File: config.mk
export PLATFORM = sky130hd
export DESIGN_NAME = fbdiv_swallow
export DESIGN_NICKNAME = d
export VERILOG_FILES = /design/src/rtl/fbdiv_pkg.sv /design/src/rtl/fbdiv_word_ctl.sv /design/src/rtl/fbdiv_prescaler.sv /design/src/rtl/fbdiv_swallow_ctr.sv /design/src/rtl/fbdiv_main_ctr.sv /design/src/rtl/fbdiv_swallow.sv
export SDC_FILE = /design/constraint.sdc
export NUM_CORES = 1
export LEC_CHECK = 0
export BUFFER_PORTS_ARGS = -buffer_cell sky130_fd_sc_hd__buf_2
export CORE_MARGIN = 2
export CORE_UTILIZATION = 60
export CTS_CLUSTER_DIAMETER = 40
export DETAILED_ROUTE_END_ITERATION = 7
export GPL_ROUTABILITY_DRIVEN = 1
export PLACE_DENSITY = 0.79
export SLEW_MARGIN = 20
export SYNTH_ARGS = -nofsm -noshare
export SYNTH_HDL_FRONTEND = slang
export SYNTH_SLANG_ARGS = --single-unit
export TNS_END_PERCENT = 100
File: constraint.sdc
create_clock -name clk_in -period 4.91 [get_ports clk_in]
set_input_delay 0 -clock clk_in [delete_from_list [all_inputs] [get_ports clk_in]]
set_output_delay 0 -clock clk_in [all_outputs]
set_load 0.05 [all_outputs]
File: src/rtl/fbdiv_pkg.sv
package fbdiv_pkg;
   // output flavour of the divider
   typedef enum logic {
      OUT_PULSE  = 1'b0,   // one input-clock-wide pulse per cycle
      OUT_TOGGLE = 1'b1    // toggle on each cycle completion
   } out_style_e;
endpackage

File: src/rtl/fbdiv_word_ctl.sv
// Divide-word checking, shadow register and running word.
module fbdiv_word_ctl #(
   parameter int unsigned M_W      = 8,
   parameter int unsigned A_W      = 3,
   parameter int unsigned RST_WORD = 26
) (
   input  logic                     clk,
   input  logic                     rst_n,
   input  logic                     load,
   input  logic [M_W+A_W-1:0]       word,
   input  logic                     bound,
   output logic [M_W-1:0]           nxt_m,
   output logic [A_W-1:0]           nxt_a,
   output logic                     err
);
   localparam int unsigned WW = M_W + A_W;
   localparam logic [WW-1:0]  RST_VEC = WW'(RST_WORD);
   localparam logic [M_W-1:0] RST_M   = RST_VEC[WW-1:A_W];
   localparam logic [A_W-1:0] RST_A   = RST_VEC[A_W-1:0];

   logic [M_W-1:0] w_m;
   logic [A_W-1:0] w_a;
   logic           legal;
   logic [M_W-1:0] act_m, pend_m;
   logic [A_W-1:0] act_a, pend_a;
   logic           pend_vld;

   assign w_m   = word[WW-1:A_W];
   assign w_a   = word[A_W-1:0];
   assign legal = (w_m != '0) && (M_W'(w_a) <= w_m);

   // next cycle uses the pending word when one waits
   always_comb begin
      if (pend_vld) begin
         nxt_m = pend_m;
         nxt_a = pend_a;
      end else begin
         nxt_m = act_m;
         nxt_a = act_a;
      end
   end

   always_ff @(posedge clk or negedge rst_n) begin
      if (!rst_n) begin
         pend_m   <= RST_M;
         pend_a   <= RST_A;
         pend_vld <= 1'b0;
      end else if (load && legal) begin
         pend_m   <= w_m;
         pend_a   <= w_a;
         pend_vld <= 1'b1;
      end else if (bound) begin
         pend_vld <= 1'b0;
      end
   end

   always_ff @(posedge clk or negedge rst_n) begin
      if (!rst_n) begin
         act_m <= RST_M;
         act_a <= RST_A;
      end else if (bound) begin
         act_m <= nxt_m;
         act_a <= nxt_a;
      end
   end

   always_ff @(posedge clk or negedge rst_n) begin
      if (!rst_n) err <= 1'b0;
      else        err <= load && !legal;
   end
endmodule

File: src/rtl/fbdiv_prescaler.sv
// Dual-modulus prescaler: 2**A_W or 2**A_W + 1 input clocks per period.
module fbdiv_prescaler #(
   parameter int unsigned A_W     = 3,
   parameter bit          RST_EXT = 1'b1
) (
   input  logic clk,
   input  logic rst_n,
   input  logic ext_next,   // next period is the long one
   output logic tc
);
   localparam int unsigned PW   = A_W + 1;
   localparam logic [PW-1:0] N_HI = PW'(1) << A_W;   // long period - 1
   localparam logic [PW-1:0] N_LO = N_HI - PW'(1);   // short period - 1

   logic [PW-1:0] pcnt;

   assign tc = (pcnt == '0);

   always_ff @(posedge clk or negedge rst_n) begin
      if (!rst_n)  pcnt <= RST_EXT ? N_HI : N_LO;
      else if (tc) pcnt <= ext_next ? N_HI : N_LO;
      else         pcnt <= pcnt - PW'(1);
   end
endmodule

File: src/rtl/fbdiv_swallow_ctr.sv
// Counts the long prescaler periods left in the current cycle.
module fbdiv_swallow_ctr #(
   parameter int unsigned A_W   = 3,
   parameter int unsigned RST_A = 2
) (
   input  logic           clk,
   input  logic           rst_n,
   input  logic           tc,
   input  logic           bound,
   input  logic [A_W-1:0] load_a,
   output logic           ext_next
);
   logic [A_W-1:0] acnt;
   logic [A_W-1:0] acnt_dec;

   assign acnt_dec = (acnt != '0) ? acnt - A_W'(1) : acnt;
   assign ext_next = bound ? (load_a != '0) : (acnt_dec != '0);

   always_ff @(posedge clk or negedge rst_n) begin
      if (!rst_n)      acnt <= A_W'(RST_A);
      else if (bound)  acnt <= load_a;
      else if (tc)     acnt <= acnt_dec;
   end
endmodule

File: src/rtl/fbdiv_main_ctr.sv
// Counts prescaler periods; its terminal count closes the divider cycle.
module fbdiv_main_ctr #(
   parameter int unsigned M_W   = 8,
   parameter int unsigned RST_M = 3
) (
   input  logic           clk,
   input  logic           rst_n,
   input  logic           tc,
   input  logic [M_W-1:0] load_m,
   output logic           bound
);
   logic [M_W-1:0] mcnt;

   assign bound = tc && (mcnt == '0);

   always_ff @(posedge clk or negedge rst_n) begin
      if (!rst_n)      mcnt <= M_W'(RST_M) - M_W'(1);
      else if (bound)  mcnt <= load_m - M_W'(1);
      else if (tc)     mcnt <= mcnt - M_W'(1);
   end
endmodule

File: src/rtl/fbdiv_swallow.sv
module fbdiv_swallow
   import fbdiv_pkg::*;
#(
   parameter int unsigned M_W       = 8,
   parameter int unsigned A_W       = 3,
   parameter int unsigned RST_WORD  = 26,
   parameter out_style_e  OUT_STYLE = OUT_PULSE
) (
   input  logic                 clk_in,
   input  logic                 rst_n,
   input  logic [M_W+A_W-1:0]   div_word,
   input  logic                 div_load,
   output logic                 div_out,
   output logic                 word_err
);
   localparam int unsigned WW    = M_W + A_W;
   localparam int unsigned RST_M = RST_WORD >> A_W;
   localparam int unsigned RST_A = RST_WORD % (1 << A_W);

   // elaboration-time parameter checks
   if (A_W < 1 || M_W < A_W) begin : g_bad_width
      $error("fbdiv_swallow: need A_W >= 1 and M_W >= A_W");
   end
   if (RST_M == 0 || RST_A > RST_M || RST_WORD >= (1 << WW)) begin : g_bad_rst
      $error("fbdiv_swallow: reset word must be legal (M != 0, A <= M)");
   end

   logic           tc, bound, ext_next;
   logic [M_W-1:0] nxt_m;
   logic [A_W-1:0] nxt_a;

   fbdiv_word_ctl #(.M_W(M_W), .A_W(A_W), .RST_WORD(RST_WORD)) u_word (
      .clk   (clk_in),
      .rst_n (rst_n),
      .load  (div_load),
      .word  (div_word),
      .bound (bound),
      .nxt_m (nxt_m),
      .nxt_a (nxt_a),
      .err   (word_err)
   );

   fbdiv_prescaler #(.A_W(A_W), .RST_EXT(RST_A != 0)) u_pre (
      .clk      (clk_in),
      .rst_n    (rst_n),
      .ext_next (ext_next),
      .tc       (tc)
   );

   fbdiv_swallow_ctr #(.A_W(A_W), .RST_A(RST_A)) u_swl (
      .clk      (clk_in),
      .rst_n    (rst_n),
      .tc       (tc),
      .bound    (bound),
      .load_a   (nxt_a),
      .ext_next (ext_next)
   );

   fbdiv_main_ctr #(.M_W(M_W), .RST_M(RST_M)) u_main (
      .clk    (clk_in),
      .rst_n  (rst_n),
      .tc     (tc),
      .load_m (nxt_m),
      .bound  (bound)
   );

   if (OUT_STYLE == OUT_PULSE) begin : g_pulse
      always_ff @(posedge clk_in or negedge rst_n) begin
         if (!rst_n) div_out <= 1'b0;
         else        div_out <= bound;
      end
   end else begin : g_toggle
      always_ff @(posedge clk_in or negedge rst_n) begin
         if (!rst_n)     div_out <= 1'b0;
         else if (bound) div_out <= ~div_out;
      end
   end
endmodule

After elaboration in Yosys (flattened, before gate mapping)
Index checks and enable logic that the tools add are counted.
Storage, ports and cells
  register bits: 40
  bits of input ports: 14
  word-level logic and storage cells: 40
Cells by class
  add/subtract/negate cells: 4
  $lt $le $gt $ge: 1
  multiplexer cells: 12
  reduce and logical (&&, ||, !) cells: 13
Operator list (number)
  $mux W8: 3
  $sub A8 B1 Y8 const B: 2
  $mux W3: 4
  $reduce_bool A3 Y1: 3
  $le A3 B8 Y1: 1
  $logic_not A8 Y1: 1
  $mux W4: 2
  $reduce_bool A8 Y1: 1
  $logic_and A1 B1 Y1: 4
  $logic_not A4 Y1: 1
  $reduce_bool A2 Y1: 2
  $sub A4 B1 Y4 const B: 1
  $mux W1: 3
  $sub A3 B1 Y3 const B: 1
  $logic_not A1 Y1: 1

Logic depth before layout (Yosys ltp)
Gate-level depths: netlist of run 1.
  depth in word-level cells: 6
  mapped depth: 12
  depth with buffers taken out: 11

Cells and area by module
A second synthesis of run 1 with hierarchy kept.
Second synthesis, totals
  cell total of the unflattened synthesis: 200
  area, all modules: 2234.6 µm²
Modules (own cells, without submodules)
  fbdiv_word_ctl: times used 1, cells an instance 89, area an instance 1174.9 µm², sequential area each 608.1 µm²
  fbdiv_main_ctr: times used 1, cells an instance 67, area an instance 598.1 µm², sequential area each 201.4 µm²
  fbdiv_swallow_ctr: times used 1, cells an instance 25, area an instance 232.7 µm², sequential area each 76.3 µm²
  fbdiv_prescaler: times used 1, cells an instance 18, area an instance 203.9 µm², sequential area each 101.3 µm²
  fbdiv_swallow: times used 1, cells an instance 1, area an instance 25.0 µm², sequential area each 25.0 µm²

Worst setup path after synthesis of run 1
No wires, ideal clock.
  path kind: register to register
  start: reg u_pre.pcnt[0]
  end: reg u_main.mcnt[6]
  setup time: 0.069 ns
  data arrival time: 2.333 ns
  data required time: 4.841 ns
  path slack: 2.508 ns
  cell stages (with the launch flop): 13
  cells stage by stage: dfrtp_1 > inv_1 > ha_1 > nor4b_4 > nand3_2 > clkinv_2 > buf_2 > a21oi_1 > ha_1 > nor2b_1 > o21ai_0 > or4b_1 > nand3_1
On the way
  cells in the longest elaborated chain, start to end: 3
  elaborated cells between the ends (all ways): 4
  classes of those cells: mux: 1; reduce/logical: 3
Ends and longest elaborated chain
  start: declaration: line fbdiv_prescaler.sv:15  | logic [PW-1:0] pcnt;
  start signal: assignment: line fbdiv_prescaler.sv:20  | if (!rst_n) pcnt <= RST_EXT ? N_HI : N_LO;
  start signal: assignment: line fbdiv_prescaler.sv:21  | else if (tc) pcnt <= ext_next ? N_HI : N_LO;
  start signal: assignment: line fbdiv_prescaler.sv:22  | else pcnt <= pcnt - PW'(1);
  $logic_not A4 Y1 (*): line fbdiv_prescaler.sv:17  | assign tc = (pcnt == '0);
  $logic_and A1 B1 Y1 (*): line fbdiv_main_ctr.sv:14  | assign bound = tc && (mcnt == '0);
  via bound: line fbdiv_swallow.sv:28  | logic tc, bound, ext_next;
  $mux W8 or $reduce_bool A2 Y1 (tied branches)
  end signal: assignment: line fbdiv_main_ctr.sv:17  | if (!rst_n) mcnt <= M_W'(RST_M) - M_W'(1);
  end signal: assignment: line fbdiv_main_ctr.sv:18  | else if (bound) mcnt <= load_m - M_W'(1);
  end signal: assignment: line fbdiv_main_ctr.sv:19  | else if (tc) mcnt <= mcnt - M_W'(1);
  end: declaration: line fbdiv_main_ctr.sv:12  | logic [M_W-1:0] mcnt;
Mark *: on every way through the listed nets, which the timed path passes. The rest lies on a longest branch.
A chain may end at the register's enable or synchronous reset.

Worst setup path after layout of run 1
  start: reg u_pre.pcnt[0]
  end: reg u_main.mcnt[6]
On the way
  cells in the longest elaborated chain, start to end: 3
  elaborated cells between the ends (all ways): 4
  classes of those cells: mux: 1; reduce/logical: 3
Ends and longest elaborated chain (line)
  $logic_not A4 Y1 (*): fbdiv_prescaler.sv:17
  $logic_and A1 B1 Y1: fbdiv_main_ctr.sv:14
  $mux W8 or $reduce_bool A2 Y1 (tied branches)
Every way passes the cells marked *; elsewhere a longest branch is shown, timed or not.

==> reports/summary.md, run 1 <==
### Run status
- **status** finished, final reports clean

### Worst setup path
- **critical path required time** 5200 ps
- **cell with the most instances on the worst path** ha_1
- **delay of the slowest cell on the worst path** 540 ps
- **cell with the largest stage delay on the worst path** or4b_1
- **arrival time reported for the critical path endpoint** 3200 ps
- **nature of the critical path endpoint** register
- **r2r setup slk** 2000 ps
- **number of buffers and inverters on the critical path** 2
- **Cell Chain, Critical Path** inv_1 -> ha_1 -> nor4b_4 -> nand3_2 -> clkinv_2 -> a21oi_1 -> ha_1 -> nor2b_1 -> o21ai_0 -> or4b_1 -> nand3_1
- **Worst R2R Path Depth** 11
- **Crit path max-delay family** simple AND/OR/NAND/NOR gates
- **nature of the critical path startpoint** register
- **biggest fanout along the worst timing path** 15
- **worst setup path category** register to register
- **number of logic stages on the critical path including buffering** 11

### Detailed routing
- **number of nets still failing antenna checks after routing** 0
- **average wire per cell in the routed design** 16.2 um
- **total iterations of the first detailed-routing run** 4
- **post-detailed-route DRC marker count** 0
- **vias per cell** 6.02
- **total wire length after detailed routing** 4720 um
- **DRT iter0 DRCs** 64
- **via count** 1,759

### STA
- **RSZ-0062 raised after global routing** false
- **fmax** 344 MHz
- **clock period minus final worst setup slack** 2910 ps
- **Setup violations, final** 0
- **Setup Skew** 13.3 ps
- **worst rel slew slack** 0.421
- **final hold vios** 0
- **final setup margin** 2000 ps
- **Final Slew Violations** 0
- **final worst path period share** 0.592
- **slew of the pin with the lowest slew margin** 867 ps
- **Total Negative Setup Slacks** 0 ps

### Logic synthesis
- **YS warnings** 0
- **Compound-Gate Fraction of Synth Area** 0.141
- **most area-consuming cells after synthesis** dfrtp_1 35%, dfstp_2 11%, mux2_2 11%
- **instance count of the mapped netlist** 211
- **synthesis-stage register bit count** 40
- **share of the yosys chip area belonging to registers** 0.460
- **xor and xnor fraction of the mapped netlist area** 0.00797
- **async set or reset register ratio after synthesis** 1.00
- **primary flip-flop cell chosen by synthesis mapping** dfrtp_1
- **average footprint of a synthesized cell** 10.4 um^2
- **Synth top area share** 0.353
- **post-synth cell types** 47
- **main combinational cell family by area after synthesis** simple AND/OR/NAND/NOR gates
- **synthesized cell area** 0.00220 mm^2
- **number of nets produced by synthesis** 233
- **fraction of the mapped netlist area in adder cells** 0.0455
- **multiplexer area fraction after synthesis** 0.126
- **Synth area leader** dfrtp_1
- **basic-gate share of the synthesized area counting and, or, nand and nor cells** 0.183
- **number of flops mapped to enable cells by yosys** 0

### Die
- **Die Wd** 64.5 um
- **I/O pins** 16
- **Core Rows** 21
- **die footprint** 0.00416 mm^2
- **effective utilization at floorplan** 0.644
- **vertical extent of the die** 64.5 um
- **area of the core** 0.00342 mm^2

### Run
- **total of max-cap violations** 0

### Cells and area
- **count of inserted antenna diode cells** 0
- **Area Growth Syn to Fin** 16.3%
- **ratio of cells with drive above 1 in the final layout** 0.260
- **number of nets at the end of the flow** 267
- **Layout fillers** 220

### Global route
- **largest net degree at the start of global routing** 41
- **number of antenna violations at the first check in global routing** 0
- **vias in the first global route** 1,754
- **leftover overflow at the end of global routing** 0
- **Tot GR Track Use** 0.252
- **wire length of the first global-routing pass** 8070 um

### Clocking
- **number of buffers created by CTS** 5
- **number of post-CTS setup repair buffers** 0
- **clock insertion delay at the later pin of the skew report** 350 ps
- **number of buffers inserted for hold repair after clock tree synthesis** 18
- **buffer cell driving the clock tree root** clkbuf_4
- **clock tree from TritonCTS** built
- **total number of clock tree sinks** 40
- **clock tree buffer depth** 2
- **clock transition at the registers of the reported paths** 130 ps
- **htree depth** 2
- **number of cells upsized or downsized after cts** 0

### Pwr
- **total power divided by cell area** 466 mW/mm^2
- **maximum resistive drop on vdd** 234 uV
- **leak pwr** 1.15 nW

### Placement
- **routability cong.** 0.921
- **total half-perimeter wirelength after legalization and detailed placement** 3080 um
- **PortBufs** 15
- **placement-stage worst setup slack** 2090 ps

### Worst hold path
- **class of the tightest hold or removal check** input pin to async pin

report_power, final:
| group | total [W] | internal (W) | switching [W] | leakage (nW) |
|---|---|---|---|---|
| sequential | 0.000562 | 0.000451 | 0.000111 | 0.477 |
| clock | 0.000215 | 0.000107 | 0.000108 | 0.0422 |
| combinational | 0.000416 | 0.000193 | 0.000223 | 0.631 |
registers in the layout (all words and copies together) (netlist names):
name and count:
div_out 1, u_main.mcnt 8, u_word.pend_vld 1, u_word.act_a 3, u_word.err 1, u_word.pend_a 3
u_word.act_m 8, u_word.pend_m 8, u_swl.acnt 3, u_pre.pcnt 4
cell usage after synthesis, drive strengths merged (3+ instances only):
| cell type | number |
|---|---|
| o21ai | 15 |
| mux2 | 21 |
| a22o | 5 |
| inv | 10 |
| nand2 | 26 |
| mux2i | 4 |
| nand3 | 5 |
| nor2 | 11 |
| dfrtp | 31 |
| nor3 | 7 |
| o31ai | 3 |
| buf | 4 |
| or3 | 3 |
| clkbuf | 3 |
| o211ai | 4 |
| dfstp | 9 |
| ha | 8 |
| nor4 | 3 |
| or4b | 3 |
| a21oi | 9 |
final timing paths:
kind                               endpoint       startpoint
min in group clk_in        u_word.pend_a[0]      div_word[0]
setup reg to reg             u_main.mcnt[6]    u_pre.pcnt[0]
hold / removal               u_main.mcnt[4]            rst_n
hold reg to reg             u_word.act_m[7]  u_word.act_m[7]
max in group asynchronous   u_word.pend_vld            rst_n
setup / recovery             u_main.mcnt[6]    u_pre.pcnt[0]
cells in the final DEF, fill, tap and decap left out, types with 3 or more instances in the layout:
master / n
dfrtp_1: 31
nand2_1: 26
mux2_2: 21
dlygate4sd3_1: 18
buf_2: 15
o21ai_0: 13
nor2_1: 11
inv_1: 10
dfstp_2: 9
ha_1: 8
nor3_1: 7
a21oi_1: 7
a22o_1: 5
clkbuf_4: 5
mux2i_1: 4
nand3_1: 4
o211ai_1: 4
or3_1: 3
o31ai_1: 3
or4b_1: 3
layout make-up:
cell class	count	area, um^2	share of cell area
multi-input combinational	153	1110	0.432
tap	46	57.6	0.0225
sequential	40	1010	0.396
inverter	11	42.5	0.0166
clock inverter	2	35.0	0.0137
timing repair buffer	34	263	0.103
clock buffer	6	41.3	0.0161
kinds of logic after synthesis:
group | after synthesis
DFF | 40
adders and majority gates | 8
AOI/OAI and AO/OA | 46
buffers and inverters | 18
muxes | 25
and+or+nand+nor | 72
xor gates and xnor gates | 2
routing by layer:
layer,track usage,share of wire
met5,0,0
met4,0.0745,0.014
met3,0.0677,0.046
met2,0.444,0.52
met1,0.302,0.42
stage by stage:
step | instance area, um^2 | util | cells | hold slack, ps | power (W)
2_1_floorplan | 2200 | - | 211 | -296 | 0.000845
3_3_place_gp | 2300 | 0.674 | 266 | 147 | 0.000921
3_5_place_dp | 2300 | 0.674 | 266 | 164 | 0.000955
4_1_cts | 2560 | 0.749 | 292 | 314 | 0.00119
5_1_grt | 2560 | 0.749 | 292 | 360 | 0.00127
6_report | 2560 | 0.749 | 292 | 281 | 0.00119
Power figures use the tool's default switching activity.
==> run 2: changes to the inputs <==
Settings changed: CORE_UTILIZATION 60 to 54, PLACE_DENSITY 0.79 to 0.76.
Clock period 4.91 ns to 2.5 ns, I/O delays scaled along.
==> reports/summary.md, run 2 (synthesis gave the netlist of run 1 again) <==
### Cells and area
- **biggest registers after layout** u_main.mcnt: 8 flops, u_word.act_m: 8 flops, u_word.pend_m: 8 flops, unchanged
- **Layout fillers** 314, was 220
- **final design utilization** 0.648, was 0.749
- **total area of multi-input combinational cells** 0.00112 mm^2, was 0.00111 mm^2
- **number of nets at the end of the flow** 266, was 267
- **count of inserted antenna diode cells** 0, unchanged
- **FF/Latch Area** 0.00101 mm^2, unchanged
- **Area Growth Syn to Fin** 17.1%, was 16.3%
- **ratio of cells with drive above 1 in the final layout** 0.294, was 0.260
- **commonest cells after routing, fill and taps aside** 31 x dfrtp_1, 26 x nand2_1, 21 x mux2_2, 15 x buf_2, 13 x dlygate4sd3_1, was 31 x dfrtp_1, 26 x nand2_1, 21 x mux2_2, 18 x dlygate4sd3_1, 15 x buf_2
- **commonest non-fill, non-tap cell in the layout** dfrtp_1, unchanged

### Clocking
- **clock tree from TritonCTS** built, unchanged
- **total number of clock tree sinks** 40, unchanged
- **htree depth** 2, unchanged
- **number of buffers created by CTS** 5, unchanged
- **buffer cell driving the clock tree root** clkbuf_8, was clkbuf_4
- **clock transition at the registers of the reported paths** 80 ps, was 130 ps
- **clock insertion delay at the later pin of the skew report** 300 ps, was 350 ps
- **clock tree buffer depth** 2, unchanged

### Run
- **total of max-cap violations** 0, unchanged

### STA
- **fmax** 442 MHz, was 344 MHz
- **Final Slew Violations** 0, unchanged
- **slew of the pin with the lowest slew margin** 852 ps, was 867 ps
- **final worst path period share** 0.905, was 0.592
- **Setup violations, final** 0, unchanged
- **worst rel slew slack** 0.432, was 0.421
- **Total Negative Setup Slacks** 0 ps, unchanged
- **final hold vios** 0, unchanged
- **RSZ-0062 raised after global routing** false, unchanged
- **clock period minus final worst setup slack** 2260 ps, was 2910 ps
- **Setup Skew** 4.97 ps, was 13.3 ps

### Worst hold path
- **class of the tightest hold or removal check** input pin to async pin, unchanged

### Global route
- **vias in the first global route** 1,688, was 1,754
- **wire length of the first global-routing pass** 7770 um, was 8070 um
- **Tot GR Track Use** 0.231, was 0.252
- **number of antenna violations at the first check in global routing** 0, unchanged
- **leftover overflow at the end of global routing** 0, unchanged
- **largest net degree at the start of global routing** 41, unchanged

### Worst setup path
- **Cell Chain, Critical Path** inv_1 -> ha_1 -> nor4b_4 -> nand3_2 -> inv_4 -> a21oi_2 -> ha_1 -> nor2b_2 -> o21ai_1 -> or4b_1 -> nand3_1, was inv_1 -> ha_1 -> nor4b_4 -> nand3_2 -> clkinv_2 -> a21oi_1 -> ha_1 -> nor2b_1 -> o21ai_0 -> or4b_1 -> nand3_1
- **nature of the critical path startpoint** register, unchanged
- **Crit path max-delay family** simple AND/OR/NAND/NOR gates, unchanged
- **cell with the largest stage delay on the worst path** or4b_1, unchanged
- **biggest fanout along the worst timing path** 7, was 15
- **delay of the slowest cell on the worst path** 510 ps, was 540 ps
- **nature of the critical path endpoint** register, unchanged
- **cell with the most instances on the worst path** ha_1, unchanged
- **worst setup path category** register to register, unchanged
- **arrival time reported for the critical path endpoint** 2500 ps, was 3200 ps
- **critical path required time** 2730 ps, was 5200 ps
- **number of buffers and inverters on the critical path** 2, unchanged

### Die
- **vertical extent of the die** 67.8 um, was 64.5 um
- **Die Wd** 67.8 um, was 64.5 um
- **area of the core** 0.00397 mm^2, was 0.00342 mm^2
- **Core Rows** 23, was 21
- **I/O pins** 16, unchanged
- **effective utilization at floorplan** 0.554, was 0.644
- **die footprint** 0.00460 mm^2, was 0.00416 mm^2

### Placement
- **PortBufs** 15, unchanged
- **total half-perimeter wirelength after legalization and detailed placement** 3100 um, was 3080 um
- **routability cong.** 0.773, was 0.921

### Detailed routing
- **total iterations of the first detailed-routing run** 4, unchanged
- **vias per cell** 5.65, was 6.02
- **DRT iter0 DRCs** 95, was 64
- **total wire length after detailed routing** 4440 um, was 4720 um
- **via count** 1,667, was 1,759
- **number of nets still failing antenna checks after routing** 0, unchanged
- **post-detailed-route DRC marker count** 0, unchanged
- **average wire per cell in the routed design** 15.0 um, was 16.2 um

### Run status
- **status** finished, final reports clean, unchanged

### Pwr
- **leak pwr** 1.15 nW, about the same
- **total power divided by cell area** 911 mW/mm^2, was 466 mW/mm^2
- **maximum resistive drop on vdd** 413 uV, was 234 uV

## run 2: changes by cell type in the layout (fill, tap and decap cells not counted), sizes merged
cell,before,now
dlygate4sd3,18,13
inv,10,11
bufinv,1,0
clkinv,2,0
buf,16,20
clkinvlp,0,2
## run 2: where the power goes
group,total [W],internal (W),switching [W]
sequential,0.00110,0.000887,0.000215
combinational,0.000787,0.000378,0.000409
clock,0.000457,0.000223,0.000234
total,0.00235,0.00149,0.000858
## run 2: worst paths after layout
path | start | end | slack (ps) | depth (start not counted)
max | u_pre.pcnt[0] | u_main.mcnt[6] | 240 | 11
min | rst_n | u_main.mcnt[4] | 350 | 2
max reg2reg | u_pre.pcnt[0] | u_main.mcnt[6] | 240 | 11
min reg2reg | u_word.act_a[1] | u_word.act_a[1] | 470 | 2
max in group asynchronous | rst_n | u_pre.pcnt[1] | 1620 | 2
min in group clk_in | u_word.act_a[1] | u_word.act_a[1] | 470 | 2
## run 2: layer usage
layer	global-route usage	part of all wire
met2	0.384	0.49
met1	0.290	0.46
met3	0.0583	0.038
met5	0	0
met4	0.0875	0.019
## run 2: worst register-to-register path, stage by stage (launching register included)
cell and delay (ps):
dfrtp_1 360, inv_1 60, ha_1 240, nor4b_4 160
nand3_2 110, inv_4 60, a21oi_2 140, ha_1 190
nor2b_2 160, o21ai_1 110, or4b_1 510, nand3_1 90
## run 2: layout make-up
class | count | area share
multi-input combinational | 153 | 0.433
sequential | 40 | 0.393
timing repair buffer | 33 | 0.0943
clock buffer | 6 | 0.0321
tap | 50 | 0.0243
inverter | 11 | 0.0170
clock inverter | 2 | 0.00583
## run 2: stage by stage
| stage | hold slack [ps] | setup slack (ps) | power (W) | area, um^2 | std cells |
|---|---|---|---|---|---|
| after floorplan | -296 | 98.2 | 0.00166 | 2200 | 211 |
| after global placement | 154 | 202 | 0.00183 | 2340 | 274 |
| after detailed placement | 170 | 106 | 0.00186 | 2340 | 274 |
| after CTS | 382 | 55.3 | 0.00235 | 2560 | 295 |
| after global routing | 433 | 59.4 | 0.00253 | 2570 | 295 |
| final | 347 | 237 | 0.00235 | 2570 | 295 |
## run 2: repair_timing
| item | CTS | global route |
|---|---|---|
| setup endpoints to repair | 0 | 1 |
| gates resized for setup | 0 | 5 |
| buffers inserted | 0 | 0 |
| endpoints found under the hold margin | 43 | 0 |
| hold buffers | 13 | 0 |
==> run 3: changes to the inputs <==
Settings changed: BUFFER_PORTS_ARGS -buffer_cell sky130_fd_sc_hd__buf_2 to unset, CORE_UTILIZATION 54 to 56, DONT_BUFFER_PORTS set to 1, PLACE_DENSITY 0.76 to 0.74.
Clock period 2.5 ns to 2 ns, I/O delays scaled along.
==> reports/summary.md, run 3 (synthesis gave the netlist of run 1 again) <==
### STA
- **tightest hold margin** 33.0 ps, was 347 ps
- **Setup violations, final** 5, was 0
- **fmax** 473 MHz, was 442 MHz
- **final setup margin** -113 ps, was 237 ps
- **RSZ-0062 raised after global routing** true, was false
- **Setup Skew** 8.35 ps, was 4.97 ps
- **slew of the pin with the lowest slew margin** 467 ps, was 852 ps
- **final worst path period share** 1.06, was 0.905
- **clock period minus final worst setup slack** 2110 ps, was 2260 ps
- **final hold vios** 0, unchanged
- **Total Negative Setup Slacks** -261 ps, was 0 ps
- **Final Slew Violations** 0, unchanged
- **worst rel slew slack** 0.686, was 0.432

### Placement
- **Placed Cells incl. Taps** 277, was 274
- **routability cong.** 0.914, was 0.773
- **total half-perimeter wirelength after legalization and detailed placement** 3570 um, was 3100 um
- **PortBufs** 0, was 15

### Worst setup path
- **Worst R2R Path Depth** 11, unchanged
- **Crit path max-delay family** simple AND/OR/NAND/NOR gates, unchanged
- **number of logic stages on the critical path including buffering** 11, unchanged
- **critical path required time** 2250 ps, was 2730 ps
- **delay of the slowest cell on the worst path** 520 ps, was 510 ps
- **biggest fanout along the worst timing path** 4, was 7
- **nature of the critical path endpoint** register, unchanged
- **Cell Chain, Critical Path** inv_2 -> ha_4 -> nor4b_4 -> nand3_2 -> clkinv_4 -> a21oi_4 -> ha_4 -> nor2b_4 -> o21ai_2 -> or4b_4 -> nand3_2, was inv_1 -> ha_1 -> nor4b_4 -> nand3_2 -> inv_4 -> a21oi_2 -> ha_1 -> nor2b_2 -> o21ai_1 -> or4b_1 -> nand3_1
- **nature of the critical path startpoint** register, unchanged
- **cell with the largest stage delay on the worst path** or4b_4, was or4b_1
- **number of buffers and inverters on the critical path** 2, unchanged
- **arrival time reported for the critical path endpoint** 2360 ps, was 2500 ps
- **worst setup path category** register to register, unchanged

### Die
- **die footprint** 0.00444 mm^2, was 0.00460 mm^2
- **vertical extent of the die** 66.7 um, was 67.8 um
- **I/O pins** 16, unchanged
- **area of the core** 0.00372 mm^2, was 0.00397 mm^2
- **effective utilization at floorplan** 0.592, was 0.554
- **Core Rows** 22, was 23
- **Die Wd** 66.7 um, was 67.8 um

### Detailed routing
- **total iterations of the first detailed-routing run** 4, unchanged
- **DRT iter0 DRCs** 123, was 95
- **post-detailed-route DRC marker count** 0, unchanged
- **average wire per cell in the routed design** 18.0 um, was 15.0 um
- **number of nets still failing antenna checks after routing** 0, unchanged
- **via count** 1,926, was 1,667
- **total wire length after detailed routing** 5760 um, was 4440 um
- **vias per cell** 6.00, was 5.65

### Cells and area
- **number of nets at the end of the flow** 294, was 266
- **commonest non-fill, non-tap cell in the layout** buf_4, was dfrtp_1
- **ratio of cells with drive above 1 in the final layout** 0.425, was 0.294
- **count of inserted antenna diode cells** 0, unchanged
- **biggest registers after layout** u_main.mcnt: 8 flops, u_word.act_m: 8 flops, u_word.pend_m: 8 flops, unchanged
- **commonest cells after routing, fill and taps aside** 38 x buf_4, 30 x dfrtp_1, 25 x nand2_1, 21 x mux2_2, 19 x dlygate4sd3_1, was 31 x dfrtp_1, 26 x nand2_1, 21 x mux2_2, 15 x buf_2, 13 x dlygate4sd3_1
- **Layout fillers** 208, was 314
- **Area Growth Syn to Fin** 36.5%, was 17.1%
- **post-route insts no fill** 321, was 295

### Global route
- **number of antenna violations at the first check in global routing** 0, unchanged
- **vias in the first global route** 2,025, was 1,688
- **wire length of the first global-routing pass** 9360 um, was 7770 um
- **largest net degree at the start of global routing** 41, unchanged
- **leftover overflow at the end of global routing** 0, unchanged
- **Tot GR Track Use** 0.285, was 0.231

### Run status
- **violated checks** negative setup slack
- **status** finished, violations left, was finished, final reports clean

### Clocking
- **buffer cell driving the clock tree root** clkbuf_8, unchanged
- **htree depth** 2, unchanged
- **clock tree from TritonCTS** built, unchanged
- **clock insertion delay at the later pin of the skew report** 300 ps, about the same
- **clock transition at the registers of the reported paths** 80 ps, about the same
- **total number of clock tree sinks** 40, unchanged
- **number of buffers created by CTS** 5, unchanged
- **clock tree buffer depth** 2, unchanged

### Worst hold path
- **class of the tightest hold or removal check** input pin to register, was input pin to async pin
- **number of cells on the worst hold path** 3

### Pwr
- **Total Power Consumption** 0.00370 W, was 0.00235 W
- **maximum resistive drop on vdd** 768 uV, was 413 uV
- **leak pwr** 1.35 nW, was 1.15 nW
- **total power divided by cell area** 1230 mW/mm^2, was 911 mW/mm^2

### Run
- **total of max-cap violations** 0, unchanged

[run 3: cell types whose count changed in the layout (fill, tap and decap cells not counted), moves of 4 or more]
cell           before  now
buf_2              15    0
ha_1                8    4
o21ai_2             1    5
buf_4               5   38
dlygate4sd3_1      13   19
[run 3: final timing paths]
check	startpoint	to	slack (ps)
worst min-delay path	div_load	u_word.pend_vld	30
max in group asynchronous	rst_n	u_swl.acnt[1]	1580
worst min register to register	u_word.act_a[1]	u_word.act_a[1]	470
worst max-delay path	u_pre.pcnt[0]	u_main.mcnt[6]	-110
min in group asynchronous	rst_n	u_pre.pcnt[2]	140
worst max register to register	u_pre.pcnt[0]	u_main.mcnt[6]	-110
[run 3: area by class of cell]
class	count	area, um^2	area share
well taps	48	60.1	0.0200
clock buffers	5	68.8	0.0229
inverters	11	46.3	0.0154
flip-flops and latches	40	1010	0.338
repair buffers	61	529	0.176
multi-input cells	153	1240	0.414
clock inverters	3	42.5	0.0142
[run 3: per-layer routing]
| metal | global-route usage | wire, um | vias up |
|---|---|---|---|
| li1 | - | - | 889 |
| met1 | 0.325 | 2330 | 957 |
| met2 | 0.504 | 3000 | 67 |
| met3 | 0.0760 | 336 | 13 |
| met4 | 0.117 | 99 | 0 |
| met5 | 0 | 0 | - |
[run 3: timing repair]
item	CTS	global route
hold buffers	20	0
gates cloned	0	0
endpoints found under the hold margin	52	0
pin swaps	8	5
endpoints found under the setup margin	6	16
gates resized for setup	12	18
setup buffers	9	9
[run 3: report_power, final]
part,switching (W),internal [W]
clock network,0.000303,0.000369
logic,0.000762,0.000889
registers,0.000268,0.00111
[run 3: worst register-to-register path, delay by kind of cell (launching register included)]
| family | cells | cell delay (ps) |
|---|---|---|
| AO/OA/AOI/OAI | 2 | 230 |
| adder cells (fa/ha/maj) | 2 | 310 |
| buffers and inverters | 2 | 150 |
| flip-flops | 1 | 380 |
| AND/OR/NAND/NOR | 5 | 990 |
[run 3: through the flow]
stage	cell area, um^2	util	worst slack (ps)
6_report	3000	0.808	-113
4_1_cts	2890	0.776	-66.6
5_1_grt	3000	0.808	-214
2_1_floorplan	2230	-	-208
3_5_place_dp	2440	0.656	-139
3_3_place_gp	2440	0.656	-19.4
